$ cat src/rtl/cpb_pkg.sv
package cpb_pkg;

   localparam int unsigned BUS_W  = 8;
   localparam int unsigned ADDR_W = 2;

   typedef enum logic [ADDR_W-1:0] {
      SEL_FAST = 2'd0,
      SEL_SLOW = 2'd1,
      SEL_AUX  = 2'd2,
      SEL_NONE = 2'd3
   } cpb_sel_e;

   localparam logic [BUS_W-1:0] FAST_INIT = 8'h4F;
   localparam logic [BUS_W-1:0] SLOW_INIT = 8'hB6;
   localparam logic [BUS_W-1:0] AUX_INIT  = 8'hFF;

   typedef struct packed {
      logic [2:0] mult;
      logic       bad;
   } cpb_mult_t;

endpackage

$ cat src/rtl/cpb_regs.sv
module cpb_regs
   import cpb_pkg::*;
#(
   parameter int unsigned FDIV_W = 4,
   parameter int unsigned MODE_W = 3,
   parameter int unsigned SDIV_W = 8,
   parameter int unsigned ADIV_W = 4
) (
   input  logic                clk,
   input  logic                rst_n,
   input  logic [ADDR_W-1:0]   addr,
   input  logic [BUS_W-1:0]    wdata,
   input  logic                we,
   input  logic                pll_src_sel,
   output logic [BUS_W-1:0]    rdata,
   output logic [FDIV_W-1:0]   fdiv,
   output logic [MODE_W-1:0]   mode,
   output logic [SDIV_W-1:0]   sdiv,
   output logic [ADIV_W-1:0]   adiv1,
   output logic [ADIV_W-1:0]   adiv2,
   output logic                ld_fast,
   output logic                ld_slow,
   output logic                ld_aux
);

   localparam int unsigned MODE_LO = FDIV_W;
   localparam int unsigned MODE_HI = FDIV_W + MODE_W - 1;
   localparam int unsigned A2_LO   = ADIV_W;
   localparam int unsigned A2_HI   = 2 * ADIV_W - 1;

   initial begin
      if (FDIV_W + MODE_W >= BUS_W)
         $error("cpb_regs: fast register fields do not leave the top bit free");
      if (SDIV_W > BUS_W)
         $error("cpb_regs: slow divisor wider than the bus");
      if (2 * ADIV_W > BUS_W)
         $error("cpb_regs: two auxiliary divisors do not fit the bus");
   end

   cpb_sel_e sel;
   assign sel = cpb_sel_e'(addr);

   assign ld_fast = we && (sel == SEL_FAST);
   assign ld_slow = we && (sel == SEL_SLOW);
   assign ld_aux  = we && (sel == SEL_AUX);

   logic mode_wr;
   assign mode_wr = ld_fast && !pll_src_sel;

   always_ff @(posedge clk) begin
      if (!rst_n) begin
         fdiv <= FAST_INIT[FDIV_W-1:0];
      end else if (ld_fast) begin
         fdiv <= wdata[FDIV_W-1:0];
      end
   end

   always_ff @(posedge clk) begin
      if (!rst_n) begin
         mode <= FAST_INIT[MODE_HI:MODE_LO];
      end else if (mode_wr) begin
         mode <= wdata[MODE_HI:MODE_LO];
      end
   end

   always_ff @(posedge clk) begin
      if (!rst_n) begin
         sdiv <= SLOW_INIT[SDIV_W-1:0];
      end else if (ld_slow) begin
         sdiv <= wdata[SDIV_W-1:0];
      end
   end

   always_ff @(posedge clk) begin
      if (!rst_n) begin
         adiv1 <= AUX_INIT[ADIV_W-1:0];
         adiv2 <= AUX_INIT[A2_HI:A2_LO];
      end else if (ld_aux) begin
         adiv1 <= wdata[ADIV_W-1:0];
         adiv2 <= wdata[A2_HI:A2_LO];
      end
   end

   always_comb begin
      rdata = '0;
      unique case (sel)
         SEL_FAST: begin
            rdata[FDIV_W-1:0]      = fdiv;
            rdata[MODE_HI:MODE_LO] = mode;
         end
         SEL_SLOW: begin
            rdata[SDIV_W-1:0] = sdiv;
         end
         SEL_AUX: begin
            rdata[ADIV_W-1:0] = adiv1;
            rdata[A2_HI:A2_LO] = adiv2;
         end
         default: rdata = '0;
      endcase
   end


   mode_guard_chk: assert property (@(posedge clk) disable iff (!rst_n)
      (we && addr == SEL_FAST && pll_src_sel) |=> $stable(mode));


   rsvd_zero_chk: assert property (@(posedge clk) disable iff (!rst_n)
      (addr == SEL_FAST) |-> (rdata[BUS_W-1] == 1'b0));


   no_reg_write_chk: assert property (@(posedge clk) disable iff (!rst_n)
      (we && addr == SEL_NONE) |=> ($stable(fdiv) && $stable(mode) &&
                                    $stable(sdiv) && $stable(adiv1) && $stable(adiv2)));


   none_reads_zero_chk: assert property (@(posedge clk) disable iff (!rst_n)
      (addr == SEL_NONE) |-> (rdata == '0));

endmodule

$ cat src/rtl/cpb_div.sv
module cpb_div #(
   parameter int unsigned DIV_W  = 4,
   parameter bit          DOUBLE = 1'b0
) (
   input  logic             clk,
   input  logic             rst_n,
   input  logic [DIV_W-1:0] div,
   input  logic             load,
   output logic             tick
);

   localparam int unsigned CNT_W = DIV_W + (DOUBLE ? 1 : 0);

   initial begin
      if (DIV_W < 1 || DIV_W > 16)
         $error("cpb_div: DIV_W out of supported range");
   end

   logic [CNT_W-1:0] limit;
   logic [CNT_W-1:0] cnt;

   generate
      if (DOUBLE) begin : g_double
         assign limit = {div, 1'b1};
      end else begin : g_single
         assign limit = div;
      end
   endgenerate

   assign tick = (cnt == limit);

   always_ff @(posedge clk) begin
      if (!rst_n) begin
         cnt <= '0;
      end else if (load || cnt >= limit) begin
         cnt <= '0;
      end else begin
         cnt <= cnt + 1'b1;
      end
   end


   cnt_in_range_chk: assert property (@(posedge clk) disable iff (!rst_n)
      cnt <= limit);


   count_advance_chk: assert property (@(posedge clk) disable iff (!rst_n)
      (!load && !tick) |=> (cnt == $past(cnt) + 1'b1));


   generate
      if (DOUBLE) begin : g_even_chk
         slow_even_chk: assert property (@(posedge clk) disable iff (!rst_n)
            (tick && !load) |=> !tick);
      end
   endgenerate

endmodule

$ cat src/rtl/cpb_mode_dec.sv
module cpb_mode_dec
   import cpb_pkg::*;
#(
   parameter int unsigned MODE_W = 3
) (
   input  logic [MODE_W-1:0] mode,
   output logic [2:0]        mult,
   output logic              bad
);

   initial begin
      if (MODE_W != 3)
         $error("cpb_mode_dec: mode code must be 3 bits");
   end

   cpb_mult_t res;

   always_comb begin
      res = '{mult: 3'd0, bad: 1'b1};
      unique case (mode)
         3'b011: res = '{mult: 3'd3, bad: 1'b0};
         3'b100: res = '{mult: 3'd4, bad: 1'b0};
         3'b101: res = '{mult: 3'd5, bad: 1'b0};
         default: res = '{mult: 3'd0, bad: 1'b1};
      endcase
   end

   assign mult = res.mult;
   assign bad  = res.bad;

endmodule

$ cat src/rtl/clk_prescaler_bank.sv
module clk_prescaler_bank
   import cpb_pkg::*;
#(
   parameter int unsigned FDIV_W = 4,
   parameter int unsigned MODE_W = 3,
   parameter int unsigned SDIV_W = 8,
   parameter int unsigned ADIV_W = 4
) (
   input  logic        clk,
   input  logic        rst_n,
   input  logic [1:0]  bus_addr,
   input  logic [7:0]  bus_wdata,
   input  logic        bus_we,
   output logic [7:0]  bus_rdata,
   input  logic        pll_src_sel,
   output logic        tick_fast,
   output logic        tick_slow,
   output logic        tick_aux1,
   output logic        tick_aux2,
   output logic [2:0]  pll_mult,
   output logic        pll_mode_bad
);

   localparam int unsigned N_AUX = 2;

   logic [FDIV_W-1:0] fdiv;
   logic [MODE_W-1:0] mode;
   logic [SDIV_W-1:0] sdiv;
   logic [ADIV_W-1:0] adiv [N_AUX];
   logic              ld_fast, ld_slow, ld_aux;
   logic [N_AUX-1:0]  aux_tick;

   cpb_regs #(
      .FDIV_W(FDIV_W), .MODE_W(MODE_W), .SDIV_W(SDIV_W), .ADIV_W(ADIV_W)
   ) u_regs (
      .clk        (clk),
      .rst_n      (rst_n),
      .addr       (bus_addr),
      .wdata      (bus_wdata),
      .we         (bus_we),
      .pll_src_sel(pll_src_sel),
      .rdata      (bus_rdata),
      .fdiv       (fdiv),
      .mode       (mode),
      .sdiv       (sdiv),
      .adiv1      (adiv[0]),
      .adiv2      (adiv[1]),
      .ld_fast    (ld_fast),
      .ld_slow    (ld_slow),
      .ld_aux     (ld_aux)
   );

   cpb_div #(.DIV_W(FDIV_W), .DOUBLE(1'b0)) u_div_fast (
      .clk(clk), .rst_n(rst_n), .div(fdiv), .load(ld_fast), .tick(tick_fast)
   );

   cpb_div #(.DIV_W(SDIV_W), .DOUBLE(1'b1)) u_div_slow (
      .clk(clk), .rst_n(rst_n), .div(sdiv), .load(ld_slow), .tick(tick_slow)
   );

   generate
      for (genvar i = 0; i < N_AUX; i++) begin : g_aux
         cpb_div #(.DIV_W(ADIV_W), .DOUBLE(1'b0)) u_div_aux (
            .clk(clk), .rst_n(rst_n), .div(adiv[i]), .load(ld_aux), .tick(aux_tick[i])
         );
      end
   endgenerate

   assign tick_aux1 = aux_tick[0];
   assign tick_aux2 = aux_tick[1];

   cpb_mode_dec #(.MODE_W(MODE_W)) u_dec (
      .mode(mode), .mult(pll_mult), .bad(pll_mode_bad)
   );


   bad_means_zero_chk: assert property (@(posedge clk) disable iff (!rst_n)
      pll_mode_bad |-> (pll_mult == 3'd0));


   good_in_range_chk: assert property (@(posedge clk) disable iff (!rst_n)
      !pll_mode_bad |-> (pll_mult >= 3'd3 && pll_mult <= 3'd5));


   fast_zero_div_chk: assert property (@(posedge clk) disable iff (!rst_n)
      (fdiv == '0) |-> tick_fast);

endmodule

$ cat config.mk
export PLATFORM = sky130hd
export DESIGN_NAME = clk_prescaler_bank
export DESIGN_NICKNAME = d
export VERILOG_FILES = /design/src/rtl/cpb_pkg.sv /design/src/rtl/cpb_regs.sv /design/src/rtl/cpb_div.sv /design/src/rtl/cpb_mode_dec.sv /design/src/rtl/clk_prescaler_bank.sv
export SDC_FILE = /design/constraint.sdc
export NUM_CORES = 1
export LEC_CHECK = 0
export BUFFER_PORTS_ARGS = -buffer_cell sky130_fd_sc_hd__buf_2
export CAP_MARGIN = 0
export CORE_MARGIN = 1.5
export CORE_UTILIZATION = 25
export CTS_CLUSTER_SIZE = 28
export DETAILED_ROUTE_END_ITERATION = 10
export GPL_TIMING_DRIVEN = 0
export SYNTH_ARGS = -nofsm -noshare
export SYNTH_HDL_FRONTEND = slang
export SYNTH_SLANG_ARGS = --single-unit
$ cat constraint.sdc
create_clock -name clk -period 3.9 [get_ports clk]
set_clock_uncertainty 0.05 [all_clocks]
set_input_delay 0.585 -clock clk [delete_from_list [all_inputs] [get_ports clk]]
set_output_delay 0.585 -clock clk [all_outputs]
set_load 0.02 [all_outputs]
# Word-level counts from Yosys, hierarchy flattened
# Cells that the tools add are included.
totals:
  ramBits: 0
  ff_bits: 44
  latch_bits: 0
  out_inout_bits: 16
  mem_bits_ro: 0
  elab_cells: 44
  memories: 0
classes:
  eq_ne: 9
  shifts: 0
  mul: 0
  mux: 3
  n_reduce_logical: 14
  div_mod_pow: 0
  bitwise: 1
  order_cmp: 4
  add_sub_neg: 4
ops:
  columns: ["cell", "count"]
  rows:
  - ["7-bit one-hot mux with 3 select lines", 1]
  - ["4-bit by 1-bit adder with 4-bit output (second input constant)", 3]
  - ["4-bit == test", 3]
  - ["4-bit >= comparator", 3]
  - ["4-bit one-hot mux with 3 select lines", 1]
  - ["9-bit by 1-bit adder with 9-bit output (second input constant)", 1]
  - ["9-bit == test", 1]
  - ["9-bit >= comparator", 1]
  - ["2-bit OR reduction", 4]
  - ["3-bit == test (second input constant)", 2]
  - ["1-bit logical AND", 4]
  - ["1-bit logical OR", 4]
  - ["3-bit by 2-bit == test with 1-bit output (second input constant)", 1]
  - ["2-bit by 1-bit == test with 1-bit output (second input constant)", 1]
  - ["2-bit == test (second input constant)", 1]
  - ["2-bit logical NOT", 1]
  - ["1-bit one-hot mux with 2 select lines", 1]
  - ["1-bit logical NOT", 1]
  - ["1-bit inverter", 1]

# Longest topological paths before layout
# Gate-level depths: netlist (run 1).
depth:
  word_depth: 4
  ltp_mapped: 7
  depth_no_buf: 5

# Hierarchy
# Synthesis (run 1) repeated with hierarchy kept, for this count alone.
unflattened:
  hier_cells: 279
  hier_area_um2: 2612.5
modules_own_cells:
  columns: ["module", "cells_each", "n_inst", "area_each_um2"]
  rows:
  - ["cpb_regs", 132, 1, 1179.9]
  - ["cpb_div at g_aux[0].u_div_aux ...", 26, 3, 266.5]
  - ["cpb_div at u_div_slow", 64, 1, 593.1]
  - ["cpb_mode_dec", 5, 1, 40.0]

# Worst setup path after synthesis (run 1)
# No wires, ideal clock.
synth_timing:
  path_kind: "in2out"
  from: "input bus_addr[0]"
  to: "output bus_rdata[0]"
  stages: 5
  path_buffers: 1
  t_required_ns: 3.265
  path_slack_ns: 1.729
  arrival_ns: 1.536
  path_cell_list: "inv_1 ha_1 clkbuf_1 a222oi_1 nor2_1"
synth_between:
  elab_chain_cells: 2
  elab_cells_between_ends: 4
  classes_between: "2 x eq/ne; 1 x mux; 1 x reduce/logical"
synth_lines:
  columns: ["item", "line", "rtl"]
  rows:
  - ["start, declared", "clk_prescaler_bank.sv:11", "input logic [1:0] bus_addr,"]
  - ["2-bit == test (tied with other cells)", "cpb_regs.sv:86", "unique case (sel)"]
  - ["7-bit one-hot mux with 3 select lines (*)", "cpb_regs.sv:86", null]
  - ["end, declared", "clk_prescaler_bank.sv:14", "output logic [7:0] bus_rdata,"]
# Mark *: on every way between the ends. The rest lies on a longest branch, timed or not.

# Worst setup path after layout (run 1)
layout_timing:
  from: "input bus_addr[0]"
  to: "output bus_rdata[5]"
# The elaborated chain is that of the path after synthesis.

==> results of run 1 <==
[synthesized netlist by cell type (all sizes together) (5+ instances only)]
| cell type | count |
|---|---|
| ha | 28 |
| dfxtp | 44 |
| nor2 | 11 |
| nand2 | 36 |
| a211oi | 5 |
| o211ai | 11 |
| xor2 | 5 |
| buf | 6 |
| a21oi | 5 |
| a311oi | 8 |
| inv | 31 |
| a222oi | 7 |
| nor2b | 6 |
| nand3 | 21 |
[final cells by class]
type	instances	area share, %
buffer	9	1.49
inverter	31	4.21
timing repair buffer	27	4.89
clock buffer	6	2.99
sequential	44	31.9
tap	111	5.02
multi-input combinational	187	48.1
clock inverter	2	1.40
[placed cells by master, fill, tap and decap left out, types with 7 or more instances in the layout]
cell type and instances:
dfxtp_1 44, nand2_1 36, buf_2 33, inv_1 31
ha_1 28, nand3_1 21, nor2_1 11, o211ai_1 11
a311oi_1 8, a222oi_1 7
[kinds of logic (layout without fill, tap and decap cells)]
kind of cell | Yosys count | count (layout) | synth area share (%)
xor+xnor | 9 | 9 | 3.33
fa+ha+maj | 28 | 28 | 14.8
compound gates | 54 | 54 | 17.8
mux | 3 | 3 | 1.27
flops | 44 | 44 | 37.2
simple gates | 93 | 93 | 19.0
buf+inv | 40 | 75 | 6.65
[where the power goes]
part | switching [mW] | internal (mW) | total (mW)
clock network | 0.164 | 0.210 | 0.373
registers | 0.0187 | 0.470 | 0.489
logic | 0.0881 | 0.0564 | 0.144
total | 0.270 | 0.736 | 1.01
[per-stage QoR]
| step | power, mW | area [µm²] | setup WS (ps) |
|---|---|---|---|
| finish | 1.01 | 2770 | 1310 |
| global route | 1.06 | 2770 | 1200 |
| CTS | 1.01 | 2770 | 1340 |
| global placement | 0.639 | 2640 | 1360 |
| detailed placement | 0.644 | 2640 | 1340 |
| floorplan | 0.596 | 2370 | 1730 |
[routing by layer]
metal,up-vias,GRT usage (%),share of wire (%)
li1,1050,-,-
met1,1000,15.5,47
met2,57,20.0,46
met3,4,3.34,6.4
met4,0,4.55,1.0
met5,-,0,0
[sequential cells by signal, indices dropped and copies added, names as in the netlist]
register / flops
u_regs.mode: 3
u_regs.adiv1: 4
u_regs.sdiv: 8
u_regs.fdiv: 4
u_div_fast.cnt: 4
u_div_slow.cnt: 9
g_aux.u_div_aux.cnt: 8
u_regs.adiv2: 4
[final timing paths]
| check | from | endpoint | slack, ps | cells after the start |
|---|---|---|---|---|
| min reg2reg | g_aux[0].u_div_aux.cnt[0] | g_aux[0].u_div_aux.cnt[0] | 440 | 1 |
| max reg2reg | u_regs.sdiv[6] | u_div_slow.cnt[7] | 2170 | 5 |
| max | bus_addr[0] | bus_rdata[5] | 1310 | 7 |
| min | g_aux[0].u_div_aux.cnt[0] | g_aux[0].u_div_aux.cnt[0] | 440 | 1 |
==> impl_metrics.env, run 1 <==
export IMPL_status="completed"
export IMPL_end_kind="output pin"
export IMPL_finalCritPeriodShare_pct=66.4
export IMPL_clk_path_buf_depth=2
export IMPL_drt_iter0_drc=167
export IMPL_num_vias=2111
export IMPL_regArea_um2=881
export IMPL_maxCapViolations=0
export IMPL_core_mm2=0.00920
export IMPL_cts_sinks=44
export IMPL_cp_arrival_ps=1960
export IMPL_antenna_cells=0
export IMPL_grt_max_degree=15
export IMPL_post_drt_wl_per_cell_um=13.5
export IMPL_drive_gt1_share_pct=14.1
export IMPL_die_y_um=100
export IMPL_cp_max_fo=10
export IMPL_ctsResizeCount=0
export IMPL_fillers=977
export IMPL_yosys_register_bits=44
export IMPL_ant_nets=0
export IMPL_cts_tree="yes"
export IMPL_syn2layout_area_growth_pct=16.7
export IMPL_placed_cells=409
export IMPL_drc=0
export IMPL_critPathTopFamily="buffers and inverters"
export IMPL_syn_area_mm2=0.00237
export IMPL_synthFlopType="dfxtp_1"
export IMPL_crit_type="in -> out"
export IMPL_yosys_area_top_type_share_pct=37.2
export IMPL_start_util_pct=25.8
export IMPL_fmax_ghz=0.386
export IMPL_track_usage_pct=12.3
export IMPL_finalHoldViolCount=0
export IMPL_seq_area_frac_synth_pct=37.2
export IMPL_avgSynthCellArea_um2=8.74
export IMPL_rsz0062_at_grt="false"
export IMPL_worstPathCellList="buf_2, inv_1, ha_1, clkbuf_1, a222oi_1, nor2_1, buf_2"
export IMPL_yosys_area_top_type="dfxtp_1"
export IMPL_row_count=35
export IMPL_cts_hold_buf=0
export IMPL_nets=347
export IMPL_period_needed_ps=2590
export IMPL_ir_drop_uv=135
export IMPL_fp_dieArea_mm2=0.0101
export IMPL_leakagePower_nw=1.30
export IMPL_htree_levels=2
export IMPL_post_route_util_pct=30.1
export IMPL_power_density_mw_per_mm2=364
export IMPL_totalWireLength_mm=5.62
export IMPL_grt_pass1_wl_mm=9.75
export IMPL_ys_top_cells_by_area="dfxtp_1, ha_1, nand2_1, inv_1, nand3_1"
export IMPL_place_detailed_hpwl_mm=4.37
export IMPL_yosys_warnings=0
export IMPL_place_congestion=0.793
export IMPL_crit_path_start_kind="primary input"
export IMPL_synthArstFlopShare_pct=0
export IMPL_cts_buffers=5
export IMPL_whs_ps=435
export IMPL_die_w_um=100
export IMPL_crit_required_ps=3260
export IMPL_multi_input_area_mm2=0.00133
export IMPL_grt_overflow=0
export IMPL_cpPeakStageDelay_ps=400
export IMPL_crit_top_cell="buf_2"
export IMPL_finalSetupViolations=0
export IMPL_postCtsSetupBuffers=0
export IMPL_clk_latency_ps=310
export IMPL_viasPerCell=5.06
export IMPL_ios=30
export IMPL_crit_slowest_cell="clkbuf_1"
export IMPL_syn_nets=313
export IMPL_slew_viol_final=0
export IMPL_worstHoldPathType="reg -> reg"
export IMPL_max_slew_margin_rel_pct=51.5
export IMPL_first_global_vias=2100
export IMPL_antenna_found_initial=0
export IMPL_drt_pass1_iter_count=4
export IMPL_port_buffers=27
export IMPL_cts_root_buf="clkbuf_8"
export IMPL_worst_pin_slew_ps=727
export IMPL_layout_cells_non_filler=417
export IMPL_setup_tns_ps=0
export IMPL_synth_edf_count=0
export IMPL_syn_inst=271
export IMPL_synth_distinct_cells=36
export IMPL_crit_buf_inv=4
export IMPL_clkTransAtPathRegs_ps=90
Power figures use the tool's default switching activity.
==> inputs of run 2 (changes only) <==
clock period = 2.25 ns   (was 3.9 ns; I/O delays follow)
==> impl_metrics.env, run 2 (synthesis results as in run 1) <==
export IMPL_drt_iter0_drc=151
export IMPL_crit_top_cell="buf_2"
export IMPL_fillers=976
export IMPL_grt_overflow=0
export IMPL_worstHoldPathType="in -> reg"
export IMPL_placed_area_mm2=0.00264
export IMPL_worstPathCellList="buf_2, inv_1, ha_1, clkbuf_1, a222oi_1, nor2_1, buf_2"
export IMPL_pwr_share_clk_pct=37.0
export IMPL_crit_required_ps=1860
export IMPL_mostFrequentLayoutCells="dfxtp_1, nand2_1, buf_2"
export IMPL_nets=347
export IMPL_core_mm2=0.00920
export IMPL_finalHoldViolCount=0
export IMPL_dp_slack_ps=185
export IMPL_drc=0
export IMPL_period_needed_ps=2120
export IMPL_largest_reg_flops=9
export IMPL_finalSetupViolations=0
export IMPL_p_sw_mw=0.467
export IMPL_die_y_um=100
export IMPL_viasPerCell=5.00
export IMPL_cts_sinks=44
export IMPL_cp_max_fo=10
export IMPL_cpPeakStageDelay_ps=410
export IMPL_leakagePower_nw=1.30
export IMPL_drt_pass1_iter_count=5
export IMPL_ios=30
export IMPL_fmax_ghz=0.472
export IMPL_regArea_um2=881
export IMPL_antenna_cells=0
export IMPL_post_route_util_pct=30.1
export IMPL_cts_root_buf="clkbuf_8"
export IMPL_syn2layout_area_growth_pct=16.9
export IMPL_port_buffers=27
export IMPL_finalCritPeriodShare_pct=94.2
export IMPL_final_common_cell="dfxtp_1"
export IMPL_grt_pass1_wl_mm=9.75
export IMPL_track_usage_pct=12.3
export IMPL_worst_pin_slew_ps=723
export IMPL_crit_path_start_kind="primary input"
export IMPL_clk_path_buf_depth=2
export IMPL_final_area_mm2=0.00277
export IMPL_num_vias=2085
export IMPL_crit_slowest_cell="clkbuf_1"
export IMPL_rsz0062_at_grt="false"
export IMPL_ir_drop_uv=234
export IMPL_netSwitchingFraction_pct=26.8
export IMPL_first_global_vias=2100
export IMPL_layout_cells_non_filler=417
export IMPL_setup_tns_ps=0
export IMPL_status="completed"
export IMPL_crit_type="in -> out"
export IMPL_die_w_um=100
export IMPL_timing_final_ws_setup_ps=131
export IMPL_cp_arrival_ps=1730
export IMPL_max_slew_margin_rel_pct=51.8
export IMPL_ant_nets=0
export IMPL_maxCapViolations=0
export IMPL_cts_hold_buf=0
export IMPL_cts_tree="yes"
export IMPL_multi_input_area_mm2=0.00134
export IMPL_end_kind="output pin"
export IMPL_totalWireLength_mm=5.62
export IMPL_p_int_mw=1.28
export IMPL_cts_buffers=5
export IMPL_row_count=35
export IMPL_p_seq_share_pct=48.6
export IMPL_place_detailed_hpwl_mm=4.37
export IMPL_power_density_mw_per_mm2=629
export IMPL_drive_gt1_share_pct=14.4
export IMPL_p_comb_share_pct=14.4
export IMPL_clkTransAtPathRegs_ps=90
export IMPL_fp_dieArea_mm2=0.0101
export IMPL_regMostFlops="u_div_slow.cnt"
export IMPL_grt_max_degree=15
export IMPL_slew_viol_final=0
export IMPL_whs_ps=238
export IMPL_htree_levels=2
export IMPL_post_drt_wl_per_cell_um=13.5
export IMPL_start_util_pct=25.8
export IMPL_power_total_mw=1.74
export IMPL_placed_cells=409
export IMPL_place_congestion=0.793
export IMPL_antenna_found_initial=0
export IMPL_clk_latency_ps=300
export IMPL_largestRegisters="u_div_slow.cnt: 9 flops, g_aux.u_div_aux.cnt: 8 flops, u_regs.sdiv: 8 flops"
## run 2: changes by cell type in the layout (fill, tap and decap cells not counted)
| cell | delta |
|---|---|
| nor4_1 | -1 |
| nor4_2 | +1 |
## run 2: layer usage
layer | share of wire (%) | global-route usage (%)
met2 | 45 | 20.0
met4 | 1.6 | 4.55
met1 | 47 | 15.5
met3 | 6.5 | 3.34
met5 | 0 | 0
## run 2: final cells by class
| type | count | share of cell area [%] |
|---|---|---|
| Inverter | 31 | 4.20 |
| Tap cell | 111 | 5.01 |
| Clock inverter | 2 | 1.40 |
| Sequential cell | 44 | 31.8 |
| Clock buffer | 6 | 2.98 |
| Timing Repair Buffer | 27 | 4.88 |
| Multi-Input combinational cell | 187 | 48.3 |
| Buffer | 9 | 1.49 |
## run 2: final timing paths
check                                 start                        end  slack [ps]  depth (start not counted)
hold / removal                 bus_wdata[6]             u_regs.mode[2]         240                          3
setup reg to reg             u_regs.sdiv[6]          u_div_slow.cnt[7]         500                          5
hold reg to reg   g_aux[0].u_div_aux.cnt[0]  g_aux[0].u_div_aux.cnt[0]         430                          1
setup / recovery                bus_addr[0]               bus_rdata[5]         130                          7
## run 2: power groups by stage
stage               registers [mW]  clock network, mW  logic [mW]
floorplan                    0.856                  0       0.177
global placement             0.865                  0       0.243
detailed placement           0.866                  0       0.249
CTS                          0.848              0.656       0.251
global route                 0.853              0.696       0.288
finish                       0.847              0.645       0.251
## run 2: what timing repair did
action | 4_1_cts | 5_1_grt
buffers inserted | 0 | 0
setup endpoints to repair | 0 | 1
gates resized for setup | 0 | 1
## run 2: critical path, delay by kind of cell
kind,cells,cell delay (ps)
buffers and inverters,4,790
adders and majority gates,1,280
AOI/OAI and AO/OA,1,180
and+or+nand+nor,1,140
==> inputs of run 3 (changes only) <==
PLACE_DENSITY = 0.39   (was unset)
==> impl_metrics.env, run 3 (synthesis results as in run 1) <==
export IMPL_antenna_cells=0
export IMPL_power_total_mw=1.83
export IMPL_first_global_vias=1917
export IMPL_finalCritPeriodShare_pct=92.1
export IMPL_cts_tree="yes"
export IMPL_max_slew_margin_rel_pct=43.8
export IMPL_largestRegisters="u_div_slow.cnt: 9 flops, g_aux.u_div_aux.cnt: 8 flops, u_regs.sdiv: 8 flops"
export IMPL_cts_sinks=44
export IMPL_port_buffers=27
export IMPL_mostFrequentLayoutCells="dfxtp_1, nand2_1, buf_2"
export IMPL_grt_max_degree=14
export IMPL_worstHoldPathType="in -> reg"
export IMPL_cp_max_fo=10
export IMPL_crit_slowest_cell="clkbuf_1"
export IMPL_ant_nets=0
export IMPL_setup_tns_ps=0
export IMPL_cts_root_buf="clkbuf_8"
export IMPL_finalSetupViolations=0
export IMPL_cpPeakStageDelay_ps=410
export IMPL_wl_met3_um=267
export IMPL_drt_pass1_iter_count=4
export IMPL_viasPerCell=4.84
export IMPL_maxCapViolations=0
export IMPL_crit_buf_inv=4
export IMPL_clk_path_buf_depth=2
export IMPL_pwr_share_clk_pct=39.8
export IMPL_crit_required_ps=1860
export IMPL_drt_iter0_drc=70
export IMPL_regArea_um2=881
export IMPL_leakagePower_nw=1.30
export IMPL_totalWireLength_mm=6.15
export IMPL_grt_pass1_wl_mm=10.0
export IMPL_fillers=995
export IMPL_track_usage_pct=13.0
export IMPL_crit_top_cell="buf_2"
export IMPL_start_util_pct=25.8
export IMPL_fp_dieArea_mm2=0.0101
export IMPL_place_detailed_hpwl_mm=4.66
export IMPL_clk_latency_ps=300
export IMPL_largest_reg_flops=9
export IMPL_p_seq_share_pct=46.4
export IMPL_ios=30
export IMPL_cp_arrival_ps=1690
export IMPL_die_w_um=100
export IMPL_worstPathCellList="buf_2, inv_1, ha_1, clkbuf_1, a222oi_1, nor2_1, buf_2"
export IMPL_wl_met1_mm=3.22
export IMPL_worst_pin_slew_ps=842
export IMPL_drc=0
export IMPL_ir_drop_uv=225
export IMPL_place_congestion=0.751
export IMPL_die_y_um=100
export IMPL_nets=347
export IMPL_p_comb_share_pct=13.8
export IMPL_rsz0062_at_grt="false"
export IMPL_crit_path_start_kind="primary input"
export IMPL_htree_levels=2
export IMPL_drive_gt1_share_pct=13.8
export IMPL_num_vias=2013
export IMPL_period_needed_ps=2070
export IMPL_antenna_found_initial=0
export IMPL_status="completed"
export IMPL_post_drt_wl_per_cell_um=14.8
export IMPL_slew_viol_final=0
export IMPL_postCtsSetupBuffers=0
export IMPL_grt_overflow=0
export IMPL_p_int_mw=1.35
export IMPL_regMostFlops="u_div_slow.cnt"
export IMPL_clkTransAtPathRegs_ps=90
export IMPL_route_met2_wl_mm=2.56
export IMPL_row_count=35
export IMPL_cts_hold_buf=0
export IMPL_syn2layout_area_growth_pct=17.0
export IMPL_core_mm2=0.00920
export IMPL_cts_buffers=5
export IMPL_finalHoldViolCount=0
export IMPL_ctsResizeCount=0
export IMPL_route_top_layer_used="met4"
export IMPL_p_sw_mw=0.478
export IMPL_end_kind="output pin"
export IMPL_multi_input_area_mm2=0.00133
export IMPL_netSwitchingFraction_pct=26.1
export IMPL_final_common_cell="dfxtp_1"
export IMPL_fmax_ghz=0.482
export IMPL_power_density_mw_per_mm2=659
export IMPL_crit_type="in -> out"
export IMPL_critPathTopFamily="buffers and inverters"
[run 3: cell count changes in the layout (fill, tap and decap cells not counted)]
cell / change
clkinv_4: -1
nor4_1: +1
clkbuf_8: -1
nor4_2: -1
bufinv_16: +1
[run 3: final cells by class]
class	instances	share of cell area, %
sequential	44	31.8
clock buffer	5	2.48
tap	111	5.01
timing repair buffer	27	4.87
multi-input combinational	187	48.0
buffer	9	1.49
clock inverter	2	2.17
inverter	31	4.20
[run 3: layer usage]
layer / global-route usage (%) / vias to the layer above
met5: 0 / -
met4: 4.44 / 0
met3: 2.99 / 8
met2: 19.3 / 44
met1: 18.5 / 915
li1: - / 1046
[run 3: stage by stage]
stage	std cells	hold slack (ps)	setup WS [ps]	instance area (µm²)	utilization (%)
floorplan	271	392	442	2370	-
detailed placement	409	428	173	2640	28.7
global route	416	228	31.1	2770	30.1
CTS	416	236	137	2770	30.1
global placement	409	428	201	2640	28.7
finish	416	248	177	2770	30.1
[run 3: worst reg2reg max path, cell delays in order (launching register included)]
cell and delay (ps):
dfxtp_1 390, inv_1 60, ha_1 270, nand2_1 80, o2111ai_1 710, a221oi_1 100
[run 3: final timing paths]
| check | from | end | slack (ps) | cells past startpoint |
|---|---|---|---|---|
| worst max-delay path | bus_addr[0] | bus_rdata[1] | 180 | 7 |
| worst min-delay path | bus_wdata[4] | u_regs.adiv2[0] | 250 | 3 |
| worst max register to register | u_regs.sdiv[6] | u_div_slow.cnt[6] | 440 | 5 |
| worst min register to register | u_regs.fdiv[3] | u_regs.fdiv[3] | 440 | 2 |
[run 3: power by group through the flow]
stage,sequential (mW),combinational (mW),clock [mW]
3_5_place_dp,0.867,0.253,0
4_1_cts,0.849,0.255,0.749
3_3_place_gp,0.869,0.252,0
5_1_grt,0.855,0.288,0.782
6_report,0.849,0.252,0.727
2_1_floorplan,0.856,0.177,0
